==> src/rtl/irq_cascade_pkg.sv <==
package irq_cascade_pkg;
  localparam int GRP_W  = 8;
  localparam int ADDR_W = 3;
  localparam int IDX_W  = $clog2(GRP_W);
  localparam int N_MASK = 4;

  localparam logic [ADDR_W-1:0] A_GA_STAT  = 3'd0;
  localparam logic [ADDR_W-1:0] A_GA_MASK  = 3'd1;
  localparam logic [ADDR_W-1:0] A_GB_STAT  = 3'd2;
  localparam logic [ADDR_W-1:0] A_GB_MASK  = 3'd3;
  localparam logic [ADDR_W-1:0] A_MP_STAT  = 3'd4;
  localparam logic [ADDR_W-1:0] A_MP_MASK0 = 3'd5;
  localparam logic [ADDR_W-1:0] A_MP_MASK1 = 3'd6;

  // Mask bank slot order
  localparam int M_GA  = 0;
  localparam int M_GB  = 1;
  localparam int M_MP0 = 2;
  localparam int M_MP1 = 3;

  function automatic logic any_enabled(input logic [GRP_W-1:0] stat,
                                       input logic [GRP_W-1:0] mask);
    return |(stat & mask);
  endfunction

  function automatic logic [GRP_W-1:0] inject_bit(input logic [GRP_W-1:0] raw,
                                                  input logic [IDX_W-1:0] pos,
                                                  input logic val);
    logic [GRP_W-1:0] r;
    r = raw;
    r[pos] = val;
    return r;
  endfunction
endpackage

==> src/rtl/irq_sample_regs.sv <==
module irq_sample_regs
  import irq_cascade_pkg::*;
(
  input  logic             clk,
  input  logic             rst,
  input  logic [GRP_W-1:0] req_i,
  output logic [GRP_W-1:0] stat_o
);
  always_ff @(posedge clk) begin
    if (rst) stat_o <= '0;
    else     stat_o <= req_i;
  end
endmodule

==> src/rtl/irq_mask_bank.sv <==
module irq_mask_bank
  import irq_cascade_pkg::*;
(
  input  logic                         clk,
  input  logic                         rst,
  input  logic                         we_i,
  input  logic [ADDR_W-1:0]            addr_i,
  input  logic [GRP_W-1:0]             wdata_i,
  output logic [N_MASK-1:0][GRP_W-1:0] mask_o
);
  localparam logic [ADDR_W-1:0] SLOT_ADDR [N_MASK] =
    '{A_GA_MASK, A_GB_MASK, A_MP_MASK0, A_MP_MASK1};

  for (genvar m = 0; m < N_MASK; m++) begin : g_mask
    logic hit;
    assign hit = we_i && (addr_i == SLOT_ADDR[m]);
    always_ff @(posedge clk) begin
      if (rst)      mask_o[m] <= '0;
      else if (hit) mask_o[m] <= wdata_i;
    end
  end
endmodule

==> src/rtl/irq_cascade_merge.sv <==
module irq_cascade_merge
  import irq_cascade_pkg::*;
#(
  parameter int CASC0_BIT = 7,
  parameter int CASC1_BIT = 3
) (
  input  logic             clk,
  input  logic             rst,
  input  logic [GRP_W-1:0] ga_raw_i,
  input  logic [GRP_W-1:0] gb_raw_i,
  input  logic [GRP_W-1:0] mp_stat_i,
  input  logic [GRP_W-1:0] ga_mask_i,
  input  logic [GRP_W-1:0] gb_mask_i,
  input  logic [GRP_W-1:0] mp_mask0_i,
  input  logic [GRP_W-1:0] mp_mask1_i,
  output logic [GRP_W-1:0] ga_stat_o,
  output logic [GRP_W-1:0] gb_stat_o,
  output logic             casc0_o,
  output logic             casc1_o,
  output logic             pend0_o,
  output logic             pend1_o,
  output logic             irq0_o,
  output logic             irq1_o
);
  localparam logic [IDX_W-1:0] POS0 = IDX_W'(CASC0_BIT);
  localparam logic [IDX_W-1:0] POS1 = IDX_W'(CASC1_BIT);

  assign casc0_o   = any_enabled(mp_stat_i, mp_mask0_i);
  assign casc1_o   = any_enabled(mp_stat_i, mp_mask1_i);
  assign ga_stat_o = inject_bit(ga_raw_i, POS0, casc0_o);
  assign gb_stat_o = inject_bit(gb_raw_i, POS1, casc1_o);
  assign pend0_o   = any_enabled(ga_stat_o, ga_mask_i);
  assign pend1_o   = any_enabled(gb_stat_o, gb_mask_i);

  always_ff @(posedge clk) begin
    if (rst) begin
      irq0_o <= 1'b0;
      irq1_o <= 1'b0;
    end else begin
      irq0_o <= pend0_o;
      irq1_o <= pend1_o;
    end
  end
endmodule

==> src/rtl/irq_reg_readmux.sv <==
module irq_reg_readmux
  import irq_cascade_pkg::*;
(
  input  logic              clk,
  input  logic              rst,
  input  logic [ADDR_W-1:0] addr_i,
  input  logic [GRP_W-1:0]  ga_stat_i,
  input  logic [GRP_W-1:0]  ga_mask_i,
  input  logic [GRP_W-1:0]  gb_stat_i,
  input  logic [GRP_W-1:0]  gb_mask_i,
  input  logic [GRP_W-1:0]  mp_stat_i,
  input  logic [GRP_W-1:0]  mp_mask0_i,
  input  logic [GRP_W-1:0]  mp_mask1_i,
  output logic [GRP_W-1:0]  rdata_o
);
  logic [GRP_W-1:0] rd_nxt;

  always_comb begin
    case (addr_i)
      A_GA_STAT:  rd_nxt = ga_stat_i;
      A_GA_MASK:  rd_nxt = ga_mask_i;
      A_GB_STAT:  rd_nxt = gb_stat_i;
      A_GB_MASK:  rd_nxt = gb_mask_i;
      A_MP_STAT:  rd_nxt = mp_stat_i;
      A_MP_MASK0: rd_nxt = mp_mask0_i;
      A_MP_MASK1: rd_nxt = mp_mask1_i;
      default:    rd_nxt = '0;
    endcase
  end

  always_ff @(posedge clk) begin
    if (rst) rdata_o <= '0;
    else     rdata_o <= rd_nxt;
  end
endmodule

==> src/rtl/irq_cascade_ctrl.sv <==
module irq_cascade_ctrl
  import irq_cascade_pkg::*;
#(
  parameter int CASC0_BIT = 7,
  parameter int CASC1_BIT = 3
) (
  input  logic              clk,
  input  logic              rst,
  input  logic [GRP_W-1:0]  grp_a_req,
  input  logic [GRP_W-1:0]  grp_b_req,
  input  logic [GRP_W-1:0]  map_req,
  input  logic [ADDR_W-1:0] reg_addr,
  input  logic              reg_we,
  input  logic [GRP_W-1:0]  reg_wdata,
  output logic [GRP_W-1:0]  reg_rdata,
  output logic              cpu_irq0,
  output logic              cpu_irq1
);
  localparam int N_GRP = 3;

  logic [N_GRP-1:0][GRP_W-1:0]  req_all;
  logic [N_GRP-1:0][GRP_W-1:0]  raw_stat;
  logic [N_MASK-1:0][GRP_W-1:0] mask_w;

  // Named internal events, observed by the bound checker
  logic [GRP_W-1:0] ga_status_w;
  logic [GRP_W-1:0] gb_status_w;
  logic [GRP_W-1:0] mp_status_w;
  logic             casc0_w;
  logic             casc1_w;
  logic             pend0_w;
  logic             pend1_w;

  assign req_all[0] = grp_a_req;
  assign req_all[1] = grp_b_req;
  assign req_all[2] = map_req;

  for (genvar g = 0; g < N_GRP; g++) begin : g_sample
    irq_sample_regs u_smp (
      .clk    (clk),
      .rst    (rst),
      .req_i  (req_all[g]),
      .stat_o (raw_stat[g])
    );
  end

  assign mp_status_w = raw_stat[2];

  irq_mask_bank u_masks (
    .clk     (clk),
    .rst     (rst),
    .we_i    (reg_we),
    .addr_i  (reg_addr),
    .wdata_i (reg_wdata),
    .mask_o  (mask_w)
  );

  irq_cascade_merge #(
    .CASC0_BIT (CASC0_BIT),
    .CASC1_BIT (CASC1_BIT)
  ) u_merge (
    .clk        (clk),
    .rst        (rst),
    .ga_raw_i   (raw_stat[0]),
    .gb_raw_i   (raw_stat[1]),
    .mp_stat_i  (mp_status_w),
    .ga_mask_i  (mask_w[M_GA]),
    .gb_mask_i  (mask_w[M_GB]),
    .mp_mask0_i (mask_w[M_MP0]),
    .mp_mask1_i (mask_w[M_MP1]),
    .ga_stat_o  (ga_status_w),
    .gb_stat_o  (gb_status_w),
    .casc0_o    (casc0_w),
    .casc1_o    (casc1_w),
    .pend0_o    (pend0_w),
    .pend1_o    (pend1_w),
    .irq0_o     (cpu_irq0),
    .irq1_o     (cpu_irq1)
  );

  irq_reg_readmux u_rd (
    .clk        (clk),
    .rst        (rst),
    .addr_i     (reg_addr),
    .ga_stat_i  (ga_status_w),
    .ga_mask_i  (mask_w[M_GA]),
    .gb_stat_i  (gb_status_w),
    .gb_mask_i  (mask_w[M_GB]),
    .mp_stat_i  (mp_status_w),
    .mp_mask0_i (mask_w[M_MP0]),
    .mp_mask1_i (mask_w[M_MP1]),
    .rdata_o    (reg_rdata)
  );
endmodule

==> config.mk <==
export PLATFORM = sky130hd
export DESIGN_NAME = irq_cascade_ctrl
export DESIGN_NICKNAME = d
export VERILOG_FILES = /design/src/rtl/irq_cascade_pkg.sv /design/src/rtl/irq_sample_regs.sv /design/src/rtl/irq_mask_bank.sv /design/src/rtl/irq_cascade_merge.sv /design/src/rtl/irq_reg_readmux.sv /design/src/rtl/irq_cascade_ctrl.sv
export SDC_FILE = /design/constraint.sdc
export NUM_CORES = 1
export LEC_CHECK = 0
export CAP_MARGIN = 15
export CORE_MARGIN = 5
export CORE_UTILIZATION = 45
export CTS_BUF_LIST = sky130_fd_sc_hd__clkbuf_4 sky130_fd_sc_hd__clkbuf_8
export DETAILED_ROUTE_END_ITERATION = 12
export PLACE_DENSITY_LB_ADDON = 0.25
export SLEW_MARGIN = 25
export SYNTH_ARGS = -nofsm -noshare
export SYNTH_HDL_FRONTEND = slang
export SYNTH_SLANG_ARGS = --single-unit
==> constraint.sdc <==
create_clock -name clk -period 2.5 [get_ports clk]
set_input_delay 0.5 -clock clk [delete_from_list [all_inputs] [get_ports clk]]
set_output_delay 0.5 -clock clk [all_outputs]
set_load 0.02 [all_outputs]
==> flow_summary.toml <==
[layout]
fin_nets = 362
num_antenna_cells = 0
area_growth_pct = 27.18
drive_gt1_share_pct = 11.35
finalCoreUtilization_pct = 59.66

[power]
ir_drop_mv = 0.2981
p_int_uw = 1581
seq_power_share_pct = 52.3
combPwrFrac_pct = 10.7
total_power_uw = 2068
power_per_cell_area_nw_per_um2 = 621.9
p_switching_uw = 486.9
power.share.switching_pct = 23.54
power.leakage_uw = 0.001207
pwr-share-clk_pct = 37.0

[sta]
final.setup_skew_ps = 4.449
rel_slew_slack_pct = 60.27
fin_worst_hold_slack_ps = 475.8
rsz0062_at_grt = "false"
setup_tns_ps = 0
setup_violations = 0
finalHoldViolCount = 0
timing.final.crit_period_ps = 2143
timing_worst_slew_pin_value_ps = 594.7
final_period_util_pct = 85.73
timing_max_transition_violations_final = 0
maxClockFrequency_mhz = 466.6

[drt]
avgRoutedWirePerCell_um = 16.38
drt.antenna.violating_nets = 0
dr.pass1.iters = 4
vias = 2180
drc = 0
post_drt_via_cell_ratio = 5.477
totalWireLength_um = 6519
first_iter_violations = 249

[global_routing]
grt_use_met2_pct = 28.45
grt.met3_usage_pct = 3.897
grtUsageTotal_pct = 18.54
grt_first_pass_wirelength_um = 10470
globalRouteMet1Util_pct = 24.26
antenna_found_initial = 0
overflow = 0
grt_most_used_layer = "met2"
grt_max_degree = 35
grt_pass1_vias = 2105

[yosys]
synthesis.area_per_instance_um2 = 9.614
ys_types = 33
ys_warn_count = 0
ys_ff_latch = 64
count_of_flip_flops_with_a_built_in_enable_after_synthesis = 0
netlist.area_leader.share_pct = 49.00
synth_fp_nets = 310
synthArstFlopShare_pct = 0
synthCells = 272
synthesis.area_um2 = 2615
synth.yosys.seq_area_share_pct = 49.00
largest_cells_by_area_after_synthesis = "dfxtp_1 (49%), mux2i_1 (7.7%), nand2_1 (7.6%)"
ys_dominant_reg_cell = "dfxtp_1"
synth_largest_area_cell = "dfxtp_1"

[critical_path]
worst-setup-path-type = "primary input to flip-flop"
worstSetupStartpointType = "primary input"
worstSetupStartpoint = "reg_addr[2]"
worst_ep_arrival_time_ps = 2340
rr_startpoint = "u_masks.mask_o[22]$_SDFFE_PP0P_"
critPathMaxFanout = 10
crit_path_end_kind = "flip-flop"
worst_r2r_path_depth = 4
worstSetupEndpoint = "u_masks.mask_o[11]$_SDFFE_PP0P_"
critical_path.reg2reg.endpoint = "u_rd.rdata_o[6]$_SDFF_PP0_"
required_time_of_the_critical_path_ps = 2700
r2r_setup_slack_ps = 1250

[die]
boundaryPins = 48
placementRows = 27
dieWidth_um = 86.23
core_region_area_um2 = 5574
floorplan.die_area_um2 = 7436
initial_core_util_pct = 46.91
dieHeight_um = 86.23

[cts]
htreeDepth = 3
numClockSinks = 64
cts_buffer_depth = 2
clkLatencyLatePin_ps = 340
post_cts_hold_buffer_count = 0
clk_transition_reported_paths_ps = 60
tritoncts = "yes"
clk_root_buffer_cell = "clkbuf_8"
numCtsBuffers = 9
cts.repair.resized = 0
cts_setup_buffers = 0

[place]
routability_cong = 0.8903
detailed_place_hpwl_um = 4681
portBuffers = 45

[run]
max_cap_violations = 0

[status]
result_of_the_run = "complete, no violations"

[min_path]
hold_crit_path_type = "flip-flop to flip-flop"
[critical path, cell delays in order]
cell and delay, ps:
clkdlybuf4s50_1 630, nor2b_1 580, nand3_1 380, nand2_1 170
a21oi_1 80
[cells in the mapped netlist, drive strengths merged, types with 3 or more instances]
cell      n
a221oi    5
buf       9
dfxtp    64
a21oi    26
clkbuf    8
a22o      4
nand3     3
mux4      5
nor2     14
mux2i    20
a22oi    10
nor2b    23
nand2    53
o2bb2ai   4
[cell type report]
type,instances,area [um2]
fillers,498,2248
flip-flops and latches,64,1281
multi-input cells,190,1231
repair buffers,58,555.5
clock buffers,12,158.9
well taps,72,90.09
clock inverters,1,5.005
inverters,1,3.754
[state kept, by name, indices dropped and copies added (netlist names)]
name	count
u_merge.irq1_o	1
u_merge.irq0_o	1
u_rd.rdata_o	8
g_sample.u_smp.stat_o	22
u_masks.mask_o	32
[how the worst min path moves through the flow]
stage | start | endpoint | slack, ps | cells past startpoint
floorplan | u_masks.mask_o[22]$_SDFFE_PP0P_ | u_masks.mask_o[22]$_SDFFE_PP0P_ | 450 | 2
finish | u_masks.mask_o[27]$_SDFFE_PP0P_ | u_masks.mask_o[27]$_SDFFE_PP0P_ | 480 | 2
CTS | u_masks.mask_o[23]$_SDFFE_PP0P_ | u_masks.mask_o[23]$_SDFFE_PP0P_ | 470 | 2
detailed placement | u_masks.mask_o[23]$_SDFFE_PP0P_ | u_masks.mask_o[23]$_SDFFE_PP0P_ | 460 | 2
global route | u_masks.mask_o[8]$_SDFFE_PP0P_ | u_masks.mask_o[8]$_SDFFE_PP0P_ | 480 | 2
global placement | u_masks.mask_o[19]$_SDFFE_PP0P_ | u_masks.mask_o[19]$_SDFFE_PP0P_ | 450 | 2
[layout by cell type (no fill, tap or decap), types with 2 or more instances in the layout]
| cell | Yosys | final |
|---|---|---|
| o21ai_0 | 2 | 2 |
| dfxtp_1 | 64 | 64 |
| o2bb2ai_1 | 4 | 4 |
| nand3_1 | 3 | 3 |
| clkbuf_8 | 0 | 11 |
| mux4_2 | 5 | 5 |
| a31oi_1 | 2 | 2 |
| a22o_1 | 4 | 4 |
| a21oi_1 | 26 | 26 |
| nand3b_1 | 2 | 2 |
| a22oi_1 | 10 | 10 |
| a221oi_1 | 5 | 5 |
| nor2_1 | 14 | 14 |
| mux2_2 | 2 | 2 |
| mux2i_1 | 20 | 20 |
| clkdlybuf4s50_1 | 0 | 44 |
| and3_1 | 2 | 2 |
| nand2_1 | 53 | 53 |
| nand4_1 | 2 | 2 |
| nor2b_1 | 23 | 23 |
| buf_4 | 2 | 12 |
| a222oi_1 | 2 | 2 |
[logic make-up (layout without fill, tap and decap cells)]
kind of cell	count (synthesis)	after routing	synth area share (%)
flip-flops	64	64	49.00
multiplexers	27	27	12.82
buffers and inverters	18	72	3.923
AND/OR/NAND/NOR	104	104	19.14
AO/OA/AOI/OAI	59	59	15.12
[metrics by stage]
step                      area (um2)  setup WS (ps)  instances
after global routing            3326          240.8        398
after detailed placement        3162          75.33        385
after floorplan                 2615          946.9        272
final                           3326          356.7        398
after global placement          3162          101.1        385
after CTS                       3326          381.4        398
[metal layers]
metal	wire [um]	up-vias
met5	0	-
met4	207	0
met3	472	19
met2	3071	76
met1	2768	1015
li1	-	1070
[power by group through the flow]
| stage | Combinational (uW) | Sequential [uW] | Clock (uW) |
|---|---|---|---|
| final | 221 | 1080 | 766 |
| after floorplan | 111 | 1100 | 0 |
| after global placement | 217 | 1100 | 0 |
| after CTS | 221 | 1080 | 778 |
| after global routing | 240 | 1080 | 822 |
| after detailed placement | 219 | 1100 | 0 |
Power figures use the tool's default switching activity.
